--- src/rtl/usb_obk_pkg.sv ---
package usb_obk_pkg;
   localparam logic [1:0] ADDR_CTRL = 2'd0;
   localparam logic [1:0] ADDR_BCNT = 2'd1;
   localparam logic [1:0] ADDR_DATA = 2'd2;

   localparam int BIT_RXF  = 0;
   localparam int BIT_OWN  = 1;
   localparam int BIT_RDOK = 2;
   localparam int BIT_IE   = 3;

   typedef enum logic {
      HS_NAK = 1'b0,
      HS_ACK = 1'b1
   } hs_code_e;
endpackage

--- src/rtl/obk_bank_mem.sv ---
module obk_bank_mem #(
   parameter int DATA_W = 8,
   parameter int DEPTH  = 64,
   parameter int NB     = 2,
   localparam int AW    = (DEPTH > 1) ? $clog2(DEPTH) : 1
) (
   input  logic              clk,
   input  logic              wr_en,
   input  logic              wr_bank,
   input  logic [AW-1:0]     wr_addr,
   input  logic [DATA_W-1:0] wr_data,
   input  logic              rd_bank,
   input  logic [AW-1:0]     rd_addr,
   output logic [DATA_W-1:0] rd_data
);
   logic [DATA_W-1:0] bank_q [NB];

   for (genvar b = 0; b < NB; b++) begin : g_bank
      logic [DATA_W-1:0] store [DEPTH];
      always_ff @(posedge clk) begin
         if (wr_en && (wr_bank == 1'(b))) begin
            store[wr_addr] <= wr_data;
         end
      end
      assign bank_q[b] = store[rd_addr];
   end

   if (NB == 2) begin : g_rd_dual
      assign rd_data = rd_bank ? bank_q[1] : bank_q[0];
   end else begin : g_rd_single
      logic unused_rd_bank;
      assign unused_rd_bank = rd_bank;
      assign rd_data = bank_q[0];
   end
endmodule

--- src/rtl/obk_rx_side.sv ---
module obk_rx_side
   import usb_obk_pkg::*;
#(
   parameter int DATA_W = 8,
   parameter int DEPTH  = 64,
   parameter int NB     = 2,
   localparam int AW    = (DEPTH > 1) ? $clog2(DEPTH) : 1,
   localparam int CW    = $clog2(DEPTH + 1)
) (
   input  logic              clk,
   input  logic              rst_n,
   input  logic              pkt_valid,
   input  logic [DATA_W-1:0] pkt_data,
   input  logic              pkt_end,
   input  logic [NB-1:0]     bank_full,
   output logic              wr_en,
   output logic              wr_bank,
   output logic [AW-1:0]     wr_addr,
   output logic [DATA_W-1:0] wr_data,
   output logic              commit,
   output logic              commit_bank,
   output logic [CW-1:0]     commit_len,
   output logic              hs_valid,
   output logic              hs_ack
);
   logic [CW-1:0] len_q;
   logic          drop_q;
   logic          fill_q;
   logic          target_busy;
   logic          too_long;
   logic          byte_drop;
   logic          eff_drop;

   assign target_busy = bank_full[fill_q];
   assign too_long    = (len_q == CW'(DEPTH));
   assign byte_drop   = drop_q | target_busy | too_long;
   assign eff_drop    = drop_q | (pkt_valid & (target_busy | too_long));

   assign wr_en       = pkt_valid & ~byte_drop;
   assign wr_bank     = fill_q;
   assign wr_addr     = len_q[AW-1:0];
   assign wr_data     = pkt_data;

   assign commit      = pkt_end & ~eff_drop & ~target_busy;
   assign commit_bank = fill_q;
   assign commit_len  = len_q + CW'(wr_en);

   always_ff @(posedge clk) begin
      if (!rst_n) begin
         len_q    <= '0;
         drop_q   <= 1'b0;
         hs_valid <= 1'b0;
         hs_ack   <= HS_NAK;
      end else if (pkt_end) begin
         len_q    <= '0;
         drop_q   <= 1'b0;
         hs_valid <= 1'b1;
         hs_ack   <= commit ? HS_ACK : HS_NAK;
      end else begin
         hs_valid <= 1'b0;
         if (pkt_valid) begin
            if (byte_drop) drop_q <= 1'b1;
            else           len_q  <= len_q + 1'b1;
         end
      end
   end

   if (NB == 2) begin : g_fill_dual
      always_ff @(posedge clk) begin
         if (!rst_n)      fill_q <= 1'b0;
         else if (commit) fill_q <= ~fill_q;
      end
   end else begin : g_fill_single
      assign fill_q = 1'b0;
   end

   a_r10_busy_nak: assert property (@(posedge clk) disable iff (!rst_n)
      (pkt_end && target_busy) |=> (hs_valid && !hs_ack));
   a_r11_len_bound: assert property (@(posedge clk) disable iff (!rst_n)
      commit |-> (commit_len <= CW'(DEPTH)));
   a_r12_hs_follows_end: assert property (@(posedge clk) disable iff (!rst_n)
      pkt_end |=> hs_valid);
   a_r12_hs_single: assert property (@(posedge clk) disable iff (!rst_n)
      hs_valid |-> $past(pkt_end));
endmodule

--- src/rtl/obk_cpu_side.sv ---
module obk_cpu_side
   import usb_obk_pkg::*;
#(
   parameter int DATA_W = 8,
   parameter int DEPTH  = 64,
   parameter int NB     = 2,
   localparam int AW    = (DEPTH > 1) ? $clog2(DEPTH) : 1,
   localparam int CW    = $clog2(DEPTH + 1)
) (
   input  logic              clk,
   input  logic              rst_n,
   input  logic              commit,
   input  logic              commit_bank,
   input  logic [CW-1:0]     commit_len,
   input  logic              reg_wr,
   input  logic              reg_rd,
   input  logic [1:0]        reg_addr,
   input  logic [DATA_W-1:0] reg_wdata,
   input  logic [DATA_W-1:0] mem_rdata,
   output logic [NB-1:0]     bank_full,
   output logic              rd_bank,
   output logic [AW-1:0]     rd_addr,
   output logic [DATA_W-1:0] reg_rdata,
   output logic              irq
);
   logic [NB-1:0] full_q, full_n;
   logic [CW-1:0] cnt_q [NB];
   logic [CW-1:0] rd_ptr_q;
   logic          cur_q, cur_n;
   logic          rxf_q, own_q, ie_q;
   logic          wr_ctrl, rxf_clr, rel_req, release_ok;
   logic          rdok, pop;
   logic [CW-1:0] cur_cnt, remaining;
   logic          unused_wbits;

   assign unused_wbits = ^{reg_wdata[DATA_W-1:BIT_IE+1], reg_wdata[BIT_RDOK]};

   assign wr_ctrl    = reg_wr && (reg_addr == ADDR_CTRL);
   assign rxf_clr    = wr_ctrl && !reg_wdata[BIT_RXF];
   assign rel_req    = wr_ctrl && !reg_wdata[BIT_OWN];
   assign release_ok = rel_req && own_q && !rxf_q;

   assign cur_cnt    = cnt_q[cur_q];
   assign remaining  = cur_cnt - rd_ptr_q;
   assign rdok       = full_q[cur_q] && (rd_ptr_q != cur_cnt);
   assign pop        = reg_rd && (reg_addr == ADDR_DATA) && rdok;

   always_comb begin
      full_n = full_q;
      if (commit)     full_n[commit_bank] = 1'b1;
      if (release_ok) full_n[cur_q]       = 1'b0;
   end

   assign cur_n = (NB == 2 && release_ok) ? ~cur_q : cur_q;

   always_ff @(posedge clk) begin
      if (!rst_n) begin
         full_q   <= '0;
         cur_q    <= 1'b0;
         rd_ptr_q <= '0;
         rxf_q    <= 1'b0;
         own_q    <= 1'b0;
         ie_q     <= 1'b0;
         for (int b = 0; b < NB; b++) cnt_q[b] <= '0;
      end else begin
         full_q <= full_n;
         cur_q  <= cur_n;
         if (commit) cnt_q[commit_bank] <= commit_len;
         if (release_ok)  rd_ptr_q <= '0;
         else if (pop)    rd_ptr_q <= rd_ptr_q + 1'b1;
         if (wr_ctrl) ie_q <= reg_wdata[BIT_IE];
         if (release_ok) begin
            rxf_q <= full_n[cur_n];
            own_q <= full_n[cur_n];
         end else if (commit && (commit_bank == cur_q)) begin
            rxf_q <= 1'b1;
            own_q <= 1'b1;
         end else if (rxf_clr) begin
            rxf_q <= 1'b0;
         end
      end
   end

   always_comb begin
      reg_rdata = '0;
      unique case (reg_addr)
         ADDR_CTRL: begin
            reg_rdata[BIT_RXF]  = rxf_q;
            reg_rdata[BIT_OWN]  = own_q;
            reg_rdata[BIT_RDOK] = rdok;
            reg_rdata[BIT_IE]   = ie_q;
         end
         ADDR_BCNT: reg_rdata = full_q[cur_q] ? DATA_W'(remaining) : '0;
         ADDR_DATA: reg_rdata = rdok ? mem_rdata : '0;
         default:   reg_rdata = '0;
      endcase
   end

   assign bank_full = full_q;
   assign rd_bank   = cur_q;
   assign rd_addr   = rd_ptr_q[AW-1:0];
   assign irq       = rxf_q & ie_q;

   a_r2_fill_sets_flags: assert property (@(posedge clk) disable iff (!rst_n)
      (commit && (commit_bank == cur_q)) |=> (rxf_q && own_q));
   a_r5_blocked_release: assert property (@(posedge clk) disable iff (!rst_n)
      (rel_req && rxf_q) |=> $stable(cur_q));
   a_r7_rdok_owned: assert property (@(posedge clk) disable iff (!rst_n)
      rdok |-> own_q);
   a_r9_empty_read: assert property (@(posedge clk) disable iff (!rst_n)
      (reg_rd && (reg_addr == ADDR_DATA) && !rdok && !reg_wr) |=> $stable(rd_ptr_q));
   a_r4_ack_keeps_bank: assert property (@(posedge clk) disable iff (!rst_n)
      (rxf_clr && !rel_req && !commit) |=> $stable(full_q));
endmodule

--- src/rtl/usb_out_bank_ctrl.sv ---
module usb_out_bank_ctrl #(
   parameter int DATA_W     = 8,
   parameter int BANK_BYTES = 64,
   parameter bit DUAL_BANK  = 1'b1,
   localparam int NB        = DUAL_BANK ? 2 : 1,
   localparam int AW        = (BANK_BYTES > 1) ? $clog2(BANK_BYTES) : 1,
   localparam int CW        = $clog2(BANK_BYTES + 1)
) (
   input  logic              clk,
   input  logic              rst_n,
   input  logic              rx_byte_valid,
   input  logic [DATA_W-1:0] rx_byte,
   input  logic              rx_pkt_end,
   output logic              hs_valid,
   output logic              hs_ack,
   input  logic              reg_wr,
   input  logic              reg_rd,
   input  logic [1:0]        reg_addr,
   input  logic [DATA_W-1:0] reg_wdata,
   output logic [DATA_W-1:0] reg_rdata,
   output logic              irq
);
   initial begin
      a_param_bank: assert (BANK_BYTES >= 2)
         else $error("BANK_BYTES must be at least 2");
      a_param_width: assert (DATA_W >= 4 && CW <= DATA_W)
         else $error("DATA_W too narrow for flags or byte count");
   end

   logic [NB-1:0]     bank_full;
   logic              wr_en, wr_bank, commit, commit_bank, rd_bank;
   logic [AW-1:0]     wr_addr, rd_addr;
   logic [DATA_W-1:0] wr_data, mem_rdata;
   logic [CW-1:0]     commit_len;

   obk_rx_side #(.DATA_W(DATA_W), .DEPTH(BANK_BYTES), .NB(NB)) u_rx (
      .clk         (clk),
      .rst_n       (rst_n),
      .pkt_valid   (rx_byte_valid),
      .pkt_data    (rx_byte),
      .pkt_end     (rx_pkt_end),
      .bank_full   (bank_full),
      .wr_en       (wr_en),
      .wr_bank     (wr_bank),
      .wr_addr     (wr_addr),
      .wr_data     (wr_data),
      .commit      (commit),
      .commit_bank (commit_bank),
      .commit_len  (commit_len),
      .hs_valid    (hs_valid),
      .hs_ack      (hs_ack)
   );

   obk_bank_mem #(.DATA_W(DATA_W), .DEPTH(BANK_BYTES), .NB(NB)) u_mem (
      .clk     (clk),
      .wr_en   (wr_en),
      .wr_bank (wr_bank),
      .wr_addr (wr_addr),
      .wr_data (wr_data),
      .rd_bank (rd_bank),
      .rd_addr (rd_addr),
      .rd_data (mem_rdata)
   );

   obk_cpu_side #(.DATA_W(DATA_W), .DEPTH(BANK_BYTES), .NB(NB)) u_cpu (
      .clk         (clk),
      .rst_n       (rst_n),
      .commit      (commit),
      .commit_bank (commit_bank),
      .commit_len  (commit_len),
      .reg_wr      (reg_wr),
      .reg_rd      (reg_rd),
      .reg_addr    (reg_addr),
      .reg_wdata   (reg_wdata),
      .mem_rdata   (mem_rdata),
      .bank_full   (bank_full),
      .rd_bank     (rd_bank),
      .rd_addr     (rd_addr),
      .reg_rdata   (reg_rdata),
      .irq         (irq)
   );
endmodule

--- config.mk ---
export PLATFORM = sky130hd
export DESIGN_NAME = usb_out_bank_ctrl
export DESIGN_NICKNAME = d
export VERILOG_FILES = /design/src/rtl/usb_obk_pkg.sv /design/src/rtl/obk_bank_mem.sv /design/src/rtl/obk_rx_side.sv /design/src/rtl/obk_cpu_side.sv /design/src/rtl/usb_out_bank_ctrl.sv
export SDC_FILE = /design/constraint.sdc
export NUM_CORES = 1
export LEC_CHECK = 0
export CORE_MARGIN = 2
export CORE_UTILIZATION = 25
export CTS_BUF_LIST = sky130_fd_sc_hd__clkbuf_2 sky130_fd_sc_hd__clkbuf_4 sky130_fd_sc_hd__clkbuf_8
export CTS_CLUSTER_SIZE = 30
export DETAILED_ROUTE_END_ITERATION = 10
export DONT_BUFFER_PORTS = 1
export HOLD_SLACK_MARGIN = 0.02
export SYNTH_ARGS = -nofsm -noshare
export SYNTH_HDL_FRONTEND = slang
export SYNTH_SLANG_ARGS = --single-unit
--- constraint.sdc ---
create_clock -name clk -period 6.3 [get_ports clk]
set_input_delay 1.26 -clock clk [delete_from_list [all_inputs] [get_ports clk]]
set_output_delay 1.26 -clock clk [all_outputs]
set_load 0.01 [all_outputs]
==> results, run 1 <==
- The flow ran to the end, and the final reports show no timing, DRC or antenna violations.
- For this run, the detailed router's first-pass iteration total came to 6.
- Setup repair after global routing left no endpoint under its margin.
- The count of boundary I/O pins is 35.
- After the first detailed-routing iteration, the DRC count stood at 2224.
- Based on the critical path, the design can be clocked at up to around 180 MHz.
- Headroom to the max-slew limit came out at 26.7%.
- After synthesis, the netlist uses 60 different library cells.
- The final count of pins violating max slew is 0.
- The post-route netlist has between 20% and 30% of its cells at a drive strength greater than 1.
- The worst path needs around 5.5 ns of the cycle, external delays included.
- The master cell of the clock root buffer is sky130_fd_sc_hd__clkbuf_8.
- Global routing used 11.8% of the available tracks across all layers.
- The finished cells cover 48100 µm².
- Once detail routing completed, the nets flagged for antenna violations numbered 0.
- The total area inside the core boundary comes to ~170000 µm².
- In this run the critical register-to-register path is launched from u_rx.commit_bank.
- In the final layout, the multi-input gates occupy 9780 µm².
- For this design the ratio of total power to cell area is between 200 and 300 nW/µm².
- The floorplan has 150 rows.
- The initial antenna violation count was 2.
- The die width is between 400 and 500 µm.
- A synthesized cell averages 20.6 µm².
- Clock-pin slew was measured on the worst setup and hold paths at 0.06 ns.
- The source-to-sink clock delay at the later pin of the worst-skew pair is 0.83 ns.
- Along the worst path, the maximum fanout reaches 38.
- STA classifies the critical path endpoint as a primary output.
- The startpoint of the tightest hold check path is u_cpu.ie_q.
- The switching part of the total is between 20% and 30%.
- Adding up every negative setup slack in the final design gives 0 ns.
- The height of the chip is roughly 410 µm.
- The number of max-capacitance violations reported is 0.
- Of all flip-flops after synthesis, the portion carrying an async set or reset was 0%.
- The arrival time reported for the critical path endpoint is 4.29 ns.
- The count of input and output buffers is 0.
- Setup violations remaining at the end of the flow were counted as 0.
- Routability-driven placement finished with a final weighted congestion of 0.805.
- The share of power burned in the clock network is 41.8%.
- Across all layers, the routed design uses a little over 20000 vias.
- Sorting the synthesized cells by area gives the leading types as sky130_fd_sc_hd__edfxtp_1, sky130_fd_sc_hd__mux4_2, sky130_fd_sc_hd__nor2_1.
- The worst path required time is 5.04 ns.
- The slowest stage of the critical path is the sky130_fd_sc_hd__dfxtp_4 cell.
- The share of the clock period used by the worst path is 88.0%.
- For the pin with the worst max-slew slack, the measured transition is roughly 1.1 ns.
- Summed over all instances, the cell type with the most area after synthesis is sky130_fd_sc_hd__edfxtp_1.
- The half-perimeter wire length of the detailed placement result is 59900 µm.
- The internal portion of the total power is 0.0110 W.
- The type of the most critical hold path is register to register.
- The TritonCTS clock tree is built.
- The number of register bits inferred by synthesis is 1069.
- The most common flop cell mapped by yosys is sky130_fd_sc_hd__edfxtp_1.
- The routing layer with the top usage in global route is met2.
- The cell with the most instances on the worst path is sky130_fd_sc_hd__mux4_2.
- The pin count of the biggest net entering global routing is 129.
- The layout net count is 2182.
- The proportion of synthesized chip area in sequential cells is 75.4%.
- The filler cells instantiated in the layout total roughly 16000.
- The via count of the first global-routing pass is 20676.
- Combinational logic is responsible for under 10% of the overall power.
- The number of buffers added for setup after CTS is 0.
- The number of buffers and inverters on the critical path is 2.
- Summing every instance area after synthesis gives around 42000 µm².
- The post-cts sizing count is 0.
- On the critical path the largest part of the delay comes from multiplexers.
- Summed over all layers, the routed wires come to 103000 µm.
- Registers take 31800 µm².
- The area added between synthesis and finish is 14.0%.
- The critical path is of the register to primary output type.
- For this run, global-route usage on met3 was measured as 3.32%.
- The number of instances in the synthesized netlist is 2046.
- For this configuration, the core starts out at a cell density of 25.2%.
- In this run, flip-flops and latches consume 56.3% of the power.
- After global routing the overflow that remains totals 0.
- The floorplan step defined a die boundary enclosing between 150000 and 200000 µm².
- The startpoint type of the worst setup path is a register.
- The switching component of the power is between 0.002 and 0.003 W.
- For met2 alone, demand over resource in global routing was 18.1%.
- Of the post-synthesis cell area, the dominant cell type holds 73.9%.
- Traced cell by cell, the critical path runs through buf_12 > buf_4 > mux4_2 > mux4_2 > o22ai_1 > or4_1 > o211ai_1.
- The number of sinks driven by the clock tree is 1069.
- The average wire length per cell after detail routing is 23.0 µm.
- The largest single stage delay on the critical path is 0.72 ns.
- The maximum ir drop on the vdd rail is 0.201 mV.
- The Yosys step of the flow raised 0 warnings.
- Clock skew on the completed layout was measured at about 0.037 ns.
- The H-tree level count is 4.
- The first global-routing pass estimated around 150000 µm of wire.
- Yosys mapped a number of flops with a built-in enable equal to 1038.
- The area after detailed placement is 44800 µm².
- The count of endpoints failing hold in the final timing report was 0.
- Summed over all cells, the static leakage comes to between 10 and 15 nW.
- The maximum root-to-sink buffer count is 3.
- The number of nets produced by synthesis is 2086.
- After detailed routing, the number of remaining DRC violations is 0.
- In this run, CTS created clock tree buffers numbering 171.
- The number of hold buffers added after CTS was 0.
- The number of vias per cell is 4.59.
- The met1 layer usage reported by global route is between 15 and 20%.
cell usage after synthesis, types with 3 or more instances:
master	n
sky130_fd_sc_hd__nor3_1	16
sky130_fd_sc_hd__a31oi_1	6
sky130_fd_sc_hd__dfxtp_1	31
sky130_fd_sc_hd__nor2b_1	11
sky130_fd_sc_hd__xor2_1	13
sky130_fd_sc_hd__o22ai_1	13
sky130_fd_sc_hd__a211oi_1	6
sky130_fd_sc_hd__nor2_1	186
sky130_fd_sc_hd__mux4_2	281
sky130_fd_sc_hd__nand2_1	66
sky130_fd_sc_hd__nand2b_1	13
sky130_fd_sc_hd__o21ai_0	13
sky130_fd_sc_hd__buf_6	8
sky130_fd_sc_hd__mux2i_1	38
sky130_fd_sc_hd__nor4b_1	3
sky130_fd_sc_hd__nand4_1	7
sky130_fd_sc_hd__nand3b_1	3
sky130_fd_sc_hd__a221oi_1	3
sky130_fd_sc_hd__and3_1	3
sky130_fd_sc_hd__a311oi_1	5
sky130_fd_sc_hd__a21o_1	5
sky130_fd_sc_hd__mux2_2	21
sky130_fd_sc_hd__a21boi_0	7
sky130_fd_sc_hd__and2_1	9
sky130_fd_sc_hd__o211ai_1	7
sky130_fd_sc_hd__xnor2_1	10
sky130_fd_sc_hd__buf_2	24
sky130_fd_sc_hd__ha_1	15
sky130_fd_sc_hd__o221ai_1	6
sky130_fd_sc_hd__buf_1	15
sky130_fd_sc_hd__edfxtp_1	1038
sky130_fd_sc_hd__inv_1	16
sky130_fd_sc_hd__nand3_1	15
sky130_fd_sc_hd__a22oi_1	4
sky130_fd_sc_hd__or4_1	3
sky130_fd_sc_hd__nor4_1	8
sky130_fd_sc_hd__a21oi_1	14
sky130_fd_sc_hd__nor3b_1	5
sky130_fd_sc_hd__o32ai_1	4
sky130_fd_sc_hd__buf_4	13
sky130_fd_sc_hd__or3_1	7
sky130_fd_sc_hd__clkbuf_1	50
sky130_fd_sc_hd__o31ai_1	3
state kept, by name (all words and copies together), names as in the netlist, named ones only:
| signal | cells |
|---|---|
| u_cpu.bank_full | 2 |
| u_cpu.cnt_q | 14 |
| u_cpu.ie_q | 1 |
| u_cpu.own_q | 1 |
| u_cpu.rd_bank | 1 |
| u_cpu.rd_ptr_q | 7 |
| u_cpu.rxf_q | 1 |
| u_mem.g_bank.store | 1024 |
| u_rx.commit_bank | 1 |
| u_rx.drop_q | 1 |
| u_rx.hs_ack | 1 |
| u_rx.hs_valid | 1 |
| u_rx.len_q | 7 |
metal layers:
layer  up-vias  wire length (µm)
li1       8663                 -
met1     10882             44200
met2       868             47800
met3       155              9120
met4         2              1860
met5         -                12
cell usage in the layout, fill, tap and decap left out, drive strengths merged, types with 6 or more instances in the layout:
cell and count:
edfxtp 1038, mux4 281, clkbuf 226, nor2 186, clkinv 69, nand2 66, mux2i 38, buf 33
dfxtp 31, inv 23, mux2 21, nor3 16, ha 15, nand3 15, a21oi 14, nand2b 13
xor2 13, o21ai 13, o22ai 13, nor2b 11, xnor2 10, and2 10, nor4 8, nand4 7
o211ai 7, a21boi 7, or3 7, a31oi 6, a211oi 6, o221ai 6
worst paths after layout:
kind                                                     end  cells after the start  slack (ns)
worst max register to register  u_mem.g_bank[0].store[53][4]                      7        1.81
worst min-delay path                              u_cpu.ie_q                      2        0.51
worst max-delay path                            reg_rdata[0]                      7        0.75
worst min register to register                    u_cpu.ie_q                      2        0.51
kinds of logic (layout without fill, tap and decap cells):
logic type / count (synthesis) / after routing / synth area share, %
AOI/OAI and AO/OA: 108 / 108 / 1.81
xor gates and xnor gates: 23 / 23 / 0.478
adders and majority gates: 16 / 16 / 0.493
buffers and inverters: 128 / 359 / 1.47
DFF: 1069 / 1069 / 75.4
muxes: 340 / 340 / 16.5
other: 0 / 3 / 0
and+or+nand+nor: 362 / 362 / 3.87
power by group through the flow:
| stage | combinational, W | clock [W] | sequential, W |
|---|---|---|---|
| after detailed placement | 0.000260 | 0 | 0.00798 |
| after global placement | 0.000261 | 0 | 0.00798 |
| after floorplan | 0.000188 | 0 | 0.00797 |
| after CTS | 0.000261 | 0.00593 | 0.00783 |
| final | 0.000261 | 0.00581 | 0.00783 |
| after global routing | 0.000278 | 0.00624 | 0.00783 |
per-stage QoR:
stage / setup WS, ns / hold WS [ns] / std cells / util [%] / power, W
floorplan: 2.51 / 0.452 / 2046 / - / 0.00816
global placement: 1.56 / 0.499 / 4173 / 26.7 / 0.00824
detailed placement: 1.57 / 0.507 / 4173 / 26.7 / 0.00824
CTS: 0.635 / 0.462 / 4481 / 28.7 / 0.0140
global route: 0.575 / 0.494 / 4482 / 28.7 / 0.0143
finish: 0.755 / 0.512 / 4484 / 28.7 / 0.0139
worst register-to-register path, stage by stage (launching register included):
cell and delay (ns):
sky130_fd_sc_hd__dfxtp_1 0.71, sky130_fd_sc_hd__mux2i_1 0.50, sky130_fd_sc_hd__o31ai_1 0.23, sky130_fd_sc_hd__nor3b_2 0.77, sky130_fd_sc_hd__nand2_1 0.23, sky130_fd_sc_hd__nor2_1 0.47
sky130_fd_sc_hd__nand2_1 0.38, sky130_fd_sc_hd__nor2_1 0.80
area by class of cell:
class                      instances  share of cell area [%]
antenna                            3                  0.0156
clock buffer                     226                    5.78
clock inverter                    82                    1.11
inverter                          18                   0.143
multi-input combinational        849                    20.3
sequential                      1069                    66.2
tap                             2204                    5.74
timing repair buffer              33                   0.723
Power figures use the tool's default switching activity.
==> run 2, diff against run 1 <==
==> constraint.sdc (replaced) <==
create_clock -name clk -period 6.3 [get_ports clk]
set_input_delay 1.26 -clock clk [delete_from_list [all_inputs] [get_ports clk]]
set_output_delay 1.26 -clock clk [all_outputs]
set_load 0.005 [all_outputs]
==> run 2 against run 1 <==
Against the previous run: die area unchanged; critical path depth increased by 1; register-to-register slack improved by 0.53 ns; setup slack got worse by 0.0070 ns; via count increased by 0.39%; critical path type unchanged; hold slack got worse by 0.0097 ns; non-clock buffer count increased by 9; critical endpoint is now reg_rdata[6]; sequential power about the same; highest routed layer is now met4.
==> results, run 2 (synthesized netlist as in run 1, its figures left out) <==
- The clock-pin transition on the worst setup and hold timing paths is 0.06 ns (about the same).
- The setup skew after layout is 0.0403 ns (+0.00353 ns).
- The number of sinks driven by the clock tree was 1069 (unchanged).
- The area added between synthesis and finish is 14.2%.
- The routability congestion estimate from global placement was 0.811 (+0.73%).
- The static leakage is 14.2 nW (+0.36%).
- The hold-critical path depth came to 2 (unchanged).
- The power density normalized to cell area is 289 nW/µm² (-0.14%).
- The height of the chip is 415 µm (unchanged).
- The detailed-router iteration count before antenna repair is 7 (+1).
- The number of buffers added for setup after CTS is 0 (unchanged).
- The share of layout cells above drive strength 1 is 27.4% (+0.36 points).
- The TritonCTS buffer count came to 173 (+1.2%).
- The row count was 150 (unchanged).
- The number of cells on the worst reg-to-reg path is 8 (+1).
- The pin count of the biggest net entering global routing is 129 (unchanged).
- The core footprint is 167000 µm² (unchanged).
- The peak clock frequency supported by timing is 180 MHz (-0.13%).
- The die outline area is 172000 µm² (unchanged).
- The largest registers in the layout are u_mem.g_bank.store x1024, u_cpu.cnt_q x14.
- The total overflow reported by the global router came to 0 (unchanged).
- The startpoint type of the worst setup path is a register.
- The initial antenna violation count is 3 (+1).
- The initial core utilization is 25.2% (unchanged).
- The post-cts hold buffer count is 0 (unchanged).
- The class of the most critical setup path is register to primary output.
- Setup repair after global routing left no endpoint under its margin.
- The cell sitting at the root of the clock tree is a sky130_fd_sc_hd__clkbuf_8.
- The number of fill cells came to 16430 (-0.079%).
- The worst-case hold path end point is u_rx.hs_ack.
- The vias after detailed routing came to 20650 (+0.39%).
- The maximum net fanout on the critical path came to 61 (+61%).
- TritonCTS built the clock tree.
- The run finished with clean final reports.
- The number of flip-flops in the largest register was 1024 (unchanged).
- The register with the most flip-flops is u_mem.g_bank.store.
- The via count of the first global-routing pass came to 20765 (+0.43%).
- The count of endpoints failing hold in the final timing report is 0 (unchanged).
- The start of the worst register-to-register path is u_rx.commit_bank.
- The total global routing track utilization is 11.6% (-0.17 points).
- The first-iteration detailed-routing DRC count was 2232 (+0.36%).
- The worst path required time is 5.04 ns (about the same).
- The first-pass GRT wire length is 147000 µm (-1.1%).
- The average wire length per cell after detail routing is 22.6 µm (-1.6%).
- The final count of pins violating max slew is 0 (unchanged).
- The tightest min-delay check is of the register to register type.
- The die width is 415 µm (unchanged).
- Leaving out fill and tap cells, the most frequent cells in the layout are sky130_fd_sc_hd__edfxtp_1, sky130_fd_sc_hd__mux4_2, sky130_fd_sc_hd__nor2_1.
- The sum of negative setup slack is 0 ns (unchanged).
- In this run the critical register-to-register path is captured at u_mem.g_bank[0].store[47][7].
- The share of the clock period used by the worst path is 88.1% (+0.11 points).
- The sum of routed wire length over all layers was 102000 µm (-1.5%).
- The library cell used most frequently in the layout, excluding fill and tap cells, is sky130_fd_sc_hd__edfxtp_1.
- The worst-margin pin slew is 1.14 ns (+0.0382 ns).
- The arrival time reported for the critical path endpoint was 4.29 ns (about the same).
- In this run the most critical hold path is launched from u_rx.hs_ack.
- The half-perimeter wire length of the detailed placement result is 59900 µm (about the same).
- The reg2reg setup slack was 2.34 ns (+0.53 ns).
- The utilization after layout is 28.8% (+0.052 points).
- The post-route minimum period is 5.55 ns (+0.00703 ns).
- The source-to-sink clock delay at the later pin of the worst-skew pair is 0.83 ns (about the same).
- The count of boundary I/O pins is 35 (unchanged).
- The post-route antenna net violation count is 0 (unchanged).
- The number of endpoints failing setup at the final stage is 0 (unchanged).
- The headroom to the max-slew limit is 24.0% (-2.7 points).
- The maximum ir drop on the vdd rail came to 0.206 mV (+2.8%).
- The post-cts sizing count is 0 (unchanged).
- The count of input and output buffers is 0 (unchanged).
- STA classifies the critical path endpoint as a primary output.
- The maximum root-to-sink buffer count is 3 (unchanged).
- The number of max-capacitance violations reported is 0 (unchanged).
- The H-tree level count is 4 (unchanged).
- The layout net count was 2193 (+0.50%).
- The number of vias per cell is 4.60 (+0.21%).
- The DRC violations left is 0 (unchanged).
## run 2: layout make-up
cell class	instances	area (µm²)	share of cell area (%)
Tap cell	2204	2760	5.73
Timing Repair Buffer	42	415	0.862
Antenna cell	1	2.50	0.00520
Clock inverter	73	463	0.961
Inverter	18	68.8	0.143
Sequential cell	1069	31800	66.0
Multi-Input combinational cell	849	9780	20.3
Clock buffer	236	2880	5.98
## run 2: layer usage
| layer | part of all wire, % | global-route usage (%) | routed length [µm] | vias up |
|---|---|---|---|---|
| met5 | 0 | 0 | 0 | - |
| met2 | 46 | 17.5 | 46400 | 850 |
| met1 | 43 | 15.8 | 43300 | 10953 |
| li1 | - | - | - | 8686 |
| met3 | 8.9 | 3.50 | 9070 | 161 |
| met4 | 2.7 | 4.11 | 2770 | 0 |
## run 2: power by group
group          switching (W)  leakage (nW)  internal (W)
Sequential         0.0000175          9.61       0.00782
Clock                0.00269          1.77       0.00313
Combinational       0.000148          2.78      0.000114
## run 2: worst max-delay path: stages, from the launching register on
cell and delay (ns):
sky130_fd_sc_hd__dfxtp_4 0.71, sky130_fd_sc_hd__buf_12 0.49, sky130_fd_sc_hd__mux4_2 0.60, sky130_fd_sc_hd__a22o_1 0.24, sky130_fd_sc_hd__a221oi_1 0.22, sky130_fd_sc_hd__o22ai_1 0.22
sky130_fd_sc_hd__nor4_1 0.49, sky130_fd_sc_hd__o32ai_1 0.20, sky130_fd_sc_hd__buf_4 0.22
## run 2: how the worst max path moves through the flow
stage	end	cells after the start
after floorplan	reg_rdata[1]	7
after global placement	reg_rdata[3]	7
after detailed placement	reg_rdata[6]	8
after CTS	reg_rdata[6]	8
after global routing	reg_rdata[3]	7
final	reg_rdata[6]	8
## run 2: through the flow
step	cells	cell area, µm²	setup slack, ns	hold WS [ns]	power, W
floorplan	2046	42200	2.55	0.452	0.00816
global placement	4182	44800	1.61	0.488	0.00824
detailed placement	4182	44800	1.60	0.499	0.00824
CTS	4491	48200	0.657	0.472	0.0140
global route	4492	48200	0.536	0.504	0.0144
finish	4492	48200	0.748	0.502	0.0139
==> run 3, diff against run 2 <==
--- a/config.mk
+++ b/config.mk
@@ -5,6 +5,7 @@
 export SDC_FILE = /design/constraint.sdc
 export NUM_CORES = 1
 export LEC_CHECK = 0
+export ABC_AREA = 1
 export CORE_MARGIN = 2
 export CORE_UTILIZATION = 25
 export CTS_BUF_LIST = sky130_fd_sc_hd__clkbuf_2 sky130_fd_sc_hd__clkbuf_4 sky130_fd_sc_hd__clkbuf_8
@@ -12,6 +13,7 @@
 export DETAILED_ROUTE_END_ITERATION = 10
 export DONT_BUFFER_PORTS = 1
 export HOLD_SLACK_MARGIN = 0.02
+export PLACE_DENSITY = 0.48
 export SYNTH_ARGS = -nofsm -noshare
 export SYNTH_HDL_FRONTEND = slang
 export SYNTH_SLANG_ARGS = --single-unit
==> run 3 against run 2 <==
Against the previous run: combinational power grew to 3.7 times the previous value; routed wire length is 20% higher; largest power group unchanged; clock skew is 0.0062 ns higher; highest routed layer unchanged; first-iteration DRC count is 8.2% higher; critical endpoint is now reg_rdata[3]; cell area is 2.6% higher; largest cell class unchanged.
==> results, run 3 <==
- The worst path required time is 5.04 ns (about the same).
- The met1 layer usage reported by global route came to 18.2% (+2.4 points).
- Leaving out fill and tap cells, the most frequent cells in the layout are sky130_fd_sc_hd__edfxtp_1, sky130_fd_sc_hd__nor2_1, sky130_fd_sc_hd__nand2_1.
- The post-cts sizing count is 0 (unchanged).
- The height of the chip is 423 µm (+2.0%).
- The H-tree level count is 4 (unchanged).
- The count of flip-flops with a built-in enable after synthesis is 1038 (unchanged).
- The worst setup path is captured at a primary output.
- The number of instances in the synthesized netlist came to 3707 (+81%).
- The signal on the critical path passes through buf_4 > o21ai_0 > o22ai_1 > nand2_1 > nand3_1 > nand2_1 > nand2_1 > nand3_1 > nand3_1 > nand3_1 > a21oi_1.
- The die outline area is 179000 µm² (+4.0%).
- The post-cts hold buffer count is 0 (unchanged).
- The met3 track demand over resource is 2.09% (-1.4 points).
- The worst-case setup slack after placement came to 1.77 ns (+0.174 ns).
- The number of nets produced by synthesis is 3747 (+80%).
- The arrival time reported for the critical path endpoint is 4.14 ns (-0.15 ns).
- The post-route minimum period is 5.40 ns (-0.157 ns).
- The startpoint of the tightest hold check path is rx_byte[3].
- The proportion of synthesized chip area in sequential cells came to 72.5% (-2.9 points).
- The final cell count without fillers came to 6143 (+37%).
- In the final layout, the registers with the most flip-flops are u_mem.g_bank.store x1024, u_cpu.cnt_q x14.
- TritonCTS built the clock tree.
- The worst-margin pin slew was 1.27 ns (+0.132 ns).
- The final worst slack is 0.904 ns (+0.157 ns).
- The routing layer with the top usage in global route is met2.
- In the synthesized netlist, the cells that appear most often are sky130_fd_sc_hd__edfxtp_1, sky130_fd_sc_hd__nor2_1, sky130_fd_sc_hd__nand2_1, sky130_fd_sc_hd__o21ai_0, sky130_fd_sc_hd__nand3_1.
- Leaving out fill and tap cells, the most frequent cell in the layout is sky130_fd_sc_hd__edfxtp_1.
- The source-to-sink clock delay at the later pin of the worst-skew pair is 0.89 ns (+0.06 ns).
- The type of the most critical hold path is primary input to register.
- The maximum net fanout on the critical path came to 79 (+30%).
- The total global routing track utilization is 13.3% (+1.7 points).
- Setup repair after global routing left no endpoint under its margin.
- The first-pass GRT wire length is 179000 µm (+22%).
- The clock-pin transition on the worst setup and hold timing paths is 0.06 ns (about the same).
- The run finished with clean final reports.
- The maximum single-stage delay on the critical path was 0.76 ns (+0.05 ns).
- The master cell of the clock root buffer is sky130_fd_sc_hd__clkbuf_8.
- The count of endpoints failing hold in the final timing report came to 0 (unchanged).
- The pin count of the biggest net entering global routing was 171 (+33%).
- The routability congestion estimate from global placement came to 0.788 (-2.8%).
- The register with the most flip-flops is u_mem.g_bank.store.
- The TritonCTS buffer count is 176 (+1.7%).
- The row count is 153 (+2.0%).
- The library cell occupying the most area in the post-synthesis netlist is sky130_fd_sc_hd__edfxtp_1.
- The layout net count came to 3719 (+70%).
- The sum of negative setup slack is 0 ns (unchanged).
- The headroom to the max-slew limit is 15.2% (-8.8 points).
- The power density normalized to cell area came to 298 nW/µm² (+3.2%).
- The start of the worst register-to-register path is u_rx.len_q[0].
- The first-iteration detailed-routing DRC count was 2416 (+8.2%).
- The share of layout cells above drive strength 1 came to 8.70% (-19 points).
- The number of max-capacitance violations reported is 0 (unchanged).
- The number of endpoints failing setup at the final stage is 0 (unchanged).
- The via count of the first global-routing pass is 26990 (+30%).
- The number of vias per cell is 4.57 (-0.53%).
- The standard cell with the maximum stage delay on the critical path is sky130_fd_sc_hd__buf_4.
- The initial core utilization is 25.2% (about the same).
- By instance count, the cell type seen most on the critical path is sky130_fd_sc_hd__nand3_1.
- The number of register bits inferred by synthesis was 1069 (unchanged).
- The count of distinct cell types in the synthesized netlist is 40 (-33%).
- The initial antenna violation count is 2 (-1).
- The static leakage is 16.2 nW (+14%).
- The class of the most critical setup path is register to primary output.
- The post-route antenna net violation count is 0 (unchanged).
- The vias after detailed routing is 28089 (+36%).
- The peak clock frequency supported by timing is 185 MHz (+2.9%).
- STA classifies the critical path startpoint as a register.
- The mean cell area of the mapped netlist is 11.8 µm² (-43%).
- The maximum root-to-sink buffer count came to 3 (unchanged).
- The core footprint was 174000 µm² (+3.9%).
- In the synthesized netlist the dominant register cell turns out to be sky130_fd_sc_hd__edfxtp_1.
- The average wire length per cell after detail routing is 19.8 µm (-12%).
- The setup skew after layout is 0.0466 ns (+0.00624 ns).
- The area share of the leading cell type in the synthesized netlist is 71.1% (-2.8 points).
- The maximum ir drop on the vdd rail is 0.225 mV (+8.8%).
- The count of boundary I/O pins is 35 (unchanged).
- The sum of routed wire length over all layers was 122000 µm (+20%).
- The final count of pins violating max slew is 0 (unchanged).
- The half-perimeter wire length of the detailed placement result came to 62800 µm (+4.8%).
- In the post-synthesis netlist, the cell with the most instances is sky130_fd_sc_hd__edfxtp_1.
- The number of fill cells is 17880 (+8.8%).
- The die width is 423 µm (+2.0%).
- The number of flip-flops in the largest register is 1024 (unchanged).
- In the post-synthesis netlist, the biggest area contributors are sky130_fd_sc_hd__edfxtp_1, sky130_fd_sc_hd__nor2_1, sky130_fd_sc_hd__o21ai_0.
- The area added between synthesis and finish is 12.8%.
- The global routing met2 resource utilization was 21.3% (+3.8 points).
- The share of the clock period used by the worst path came to 85.6% (-2.5 points).
- The DRC violations left is 0 (unchanged).
- The post-synthesis async set-or-reset flop share is 0% (unchanged).
- The mapped cell area is 43800 µm² (+4.0%).
- The number of warnings reported in the yosys synthesis log is 0 (unchanged).
- The total overflow reported by the global router is 0 (unchanged).
- The cell count after placement was 5826 (+39%).
- The detailed-router iteration count before antenna repair is 5 (-2).
- The count of input and output buffers was 0 (unchanged).
- The number of buffers added for setup after CTS came to 0 (unchanged).
- The number of sinks driven by the clock tree is 1069 (unchanged).
[run 3: cell count changes in the layout (fill, tap and decap cells not counted), moves of 15 or more]
cell	before	now
sky130_fd_sc_hd__o21ai_0	13	455
sky130_fd_sc_hd__mux2i_1	38	1
sky130_fd_sc_hd__o22ai_1	13	210
sky130_fd_sc_hd__mux4_2	281	0
sky130_fd_sc_hd__buf_4	34	19
sky130_fd_sc_hd__nand2_1	66	603
sky130_fd_sc_hd__nand3_1	11	258
sky130_fd_sc_hd__nor2_1	186	634
sky130_fd_sc_hd__mux2_2	21	5
sky130_fd_sc_hd__inv_1	16	87
sky130_fd_sc_hd__o21ai_1	0	27
sky130_fd_sc_hd__a21oi_1	14	42
[run 3: power breakdown]
group	total (W)	internal, W	switching [W]	leakage (nW)
registers	0.00790	0.00786	0.0000395	9.61
clock network	0.00586	0.00308	0.00278	1.75
logic	0.000975	0.000255	0.000719	4.82
[run 3: final cells by class]
class / count / area, µm² / area share (%)
multi-input cells: 2302 / 10600 / 21.4
clock inverters: 69 / 353 / 0.714
well taps: 2325 / 2910 / 5.88
repair buffers: 34 / 443 / 0.896
flip-flops and latches: 1069 / 31800 / 64.3
inverters: 96 / 375 / 0.759
clock buffers: 246 / 2970 / 6.01
diodes: 2 / 5.00 / 0.0101
[run 3: worst paths after layout]
check / end / cells past startpoint / slack, ns
setup / recovery: reg_rdata[3] / 11 / 0.90
hold / removal: u_mem.g_bank[1].store[30][3] / 0 / 0.48
setup reg to reg: u_mem.g_bank[1].store[30][4] / 8 / 2.48
hold reg to reg: u_cpu.ie_q / 2 / 0.49
[run 3: cell families (layout without fill, tap and decap cells)]
family                     count (synthesis)  count (layout)  share of synthesized area, %
and+or+nand+nor                         1524            1524                          13.9
DFF                                     1069            1069                          72.5
AOI/OAI and AO/OA                        748             748                          9.25
buffers and inverters                    336             445                          3.55
adders and majority gates                 16              16                         0.474
xor gates and xnor gates                   8               8                         0.160
muxes                                      6               6                         0.151
other                                      0               2                             0
[run 3: stage by stage]
stage / instance area, µm² / utilization, % / hold slack (ns) / total power, W
floorplan: 43800 / - / 0.452 / 0.00868
global placement: 46100 / 26.5 / 0.476 / 0.00902
detailed placement: 46100 / 26.5 / 0.485 / 0.00902
CTS: 49400 / 28.4 / 0.376 / 0.0149
global route: 49400 / 28.4 / 0.418 / 0.0153
finish: 49400 / 28.4 / 0.477 / 0.0147
[run 3: layer usage]
metal  wire length [µm]  part of all wire [%]
met1              55200                    45
met2              57200                    47
met3               6160                   5.1
met4               2910                   2.4
met5                  0                     0
[run 3: worst max-delay path, delay by kind of cell (launching register included)]
| kind | cells | cell delay [ns] |
|---|---|---|
| AOI/OAI and AO/OA | 3 | 0.78 |
| and+or+nand+nor | 7 | 0.94 |
| buffers and inverters | 1 | 0.76 |
| DFF | 1 | 0.69 |
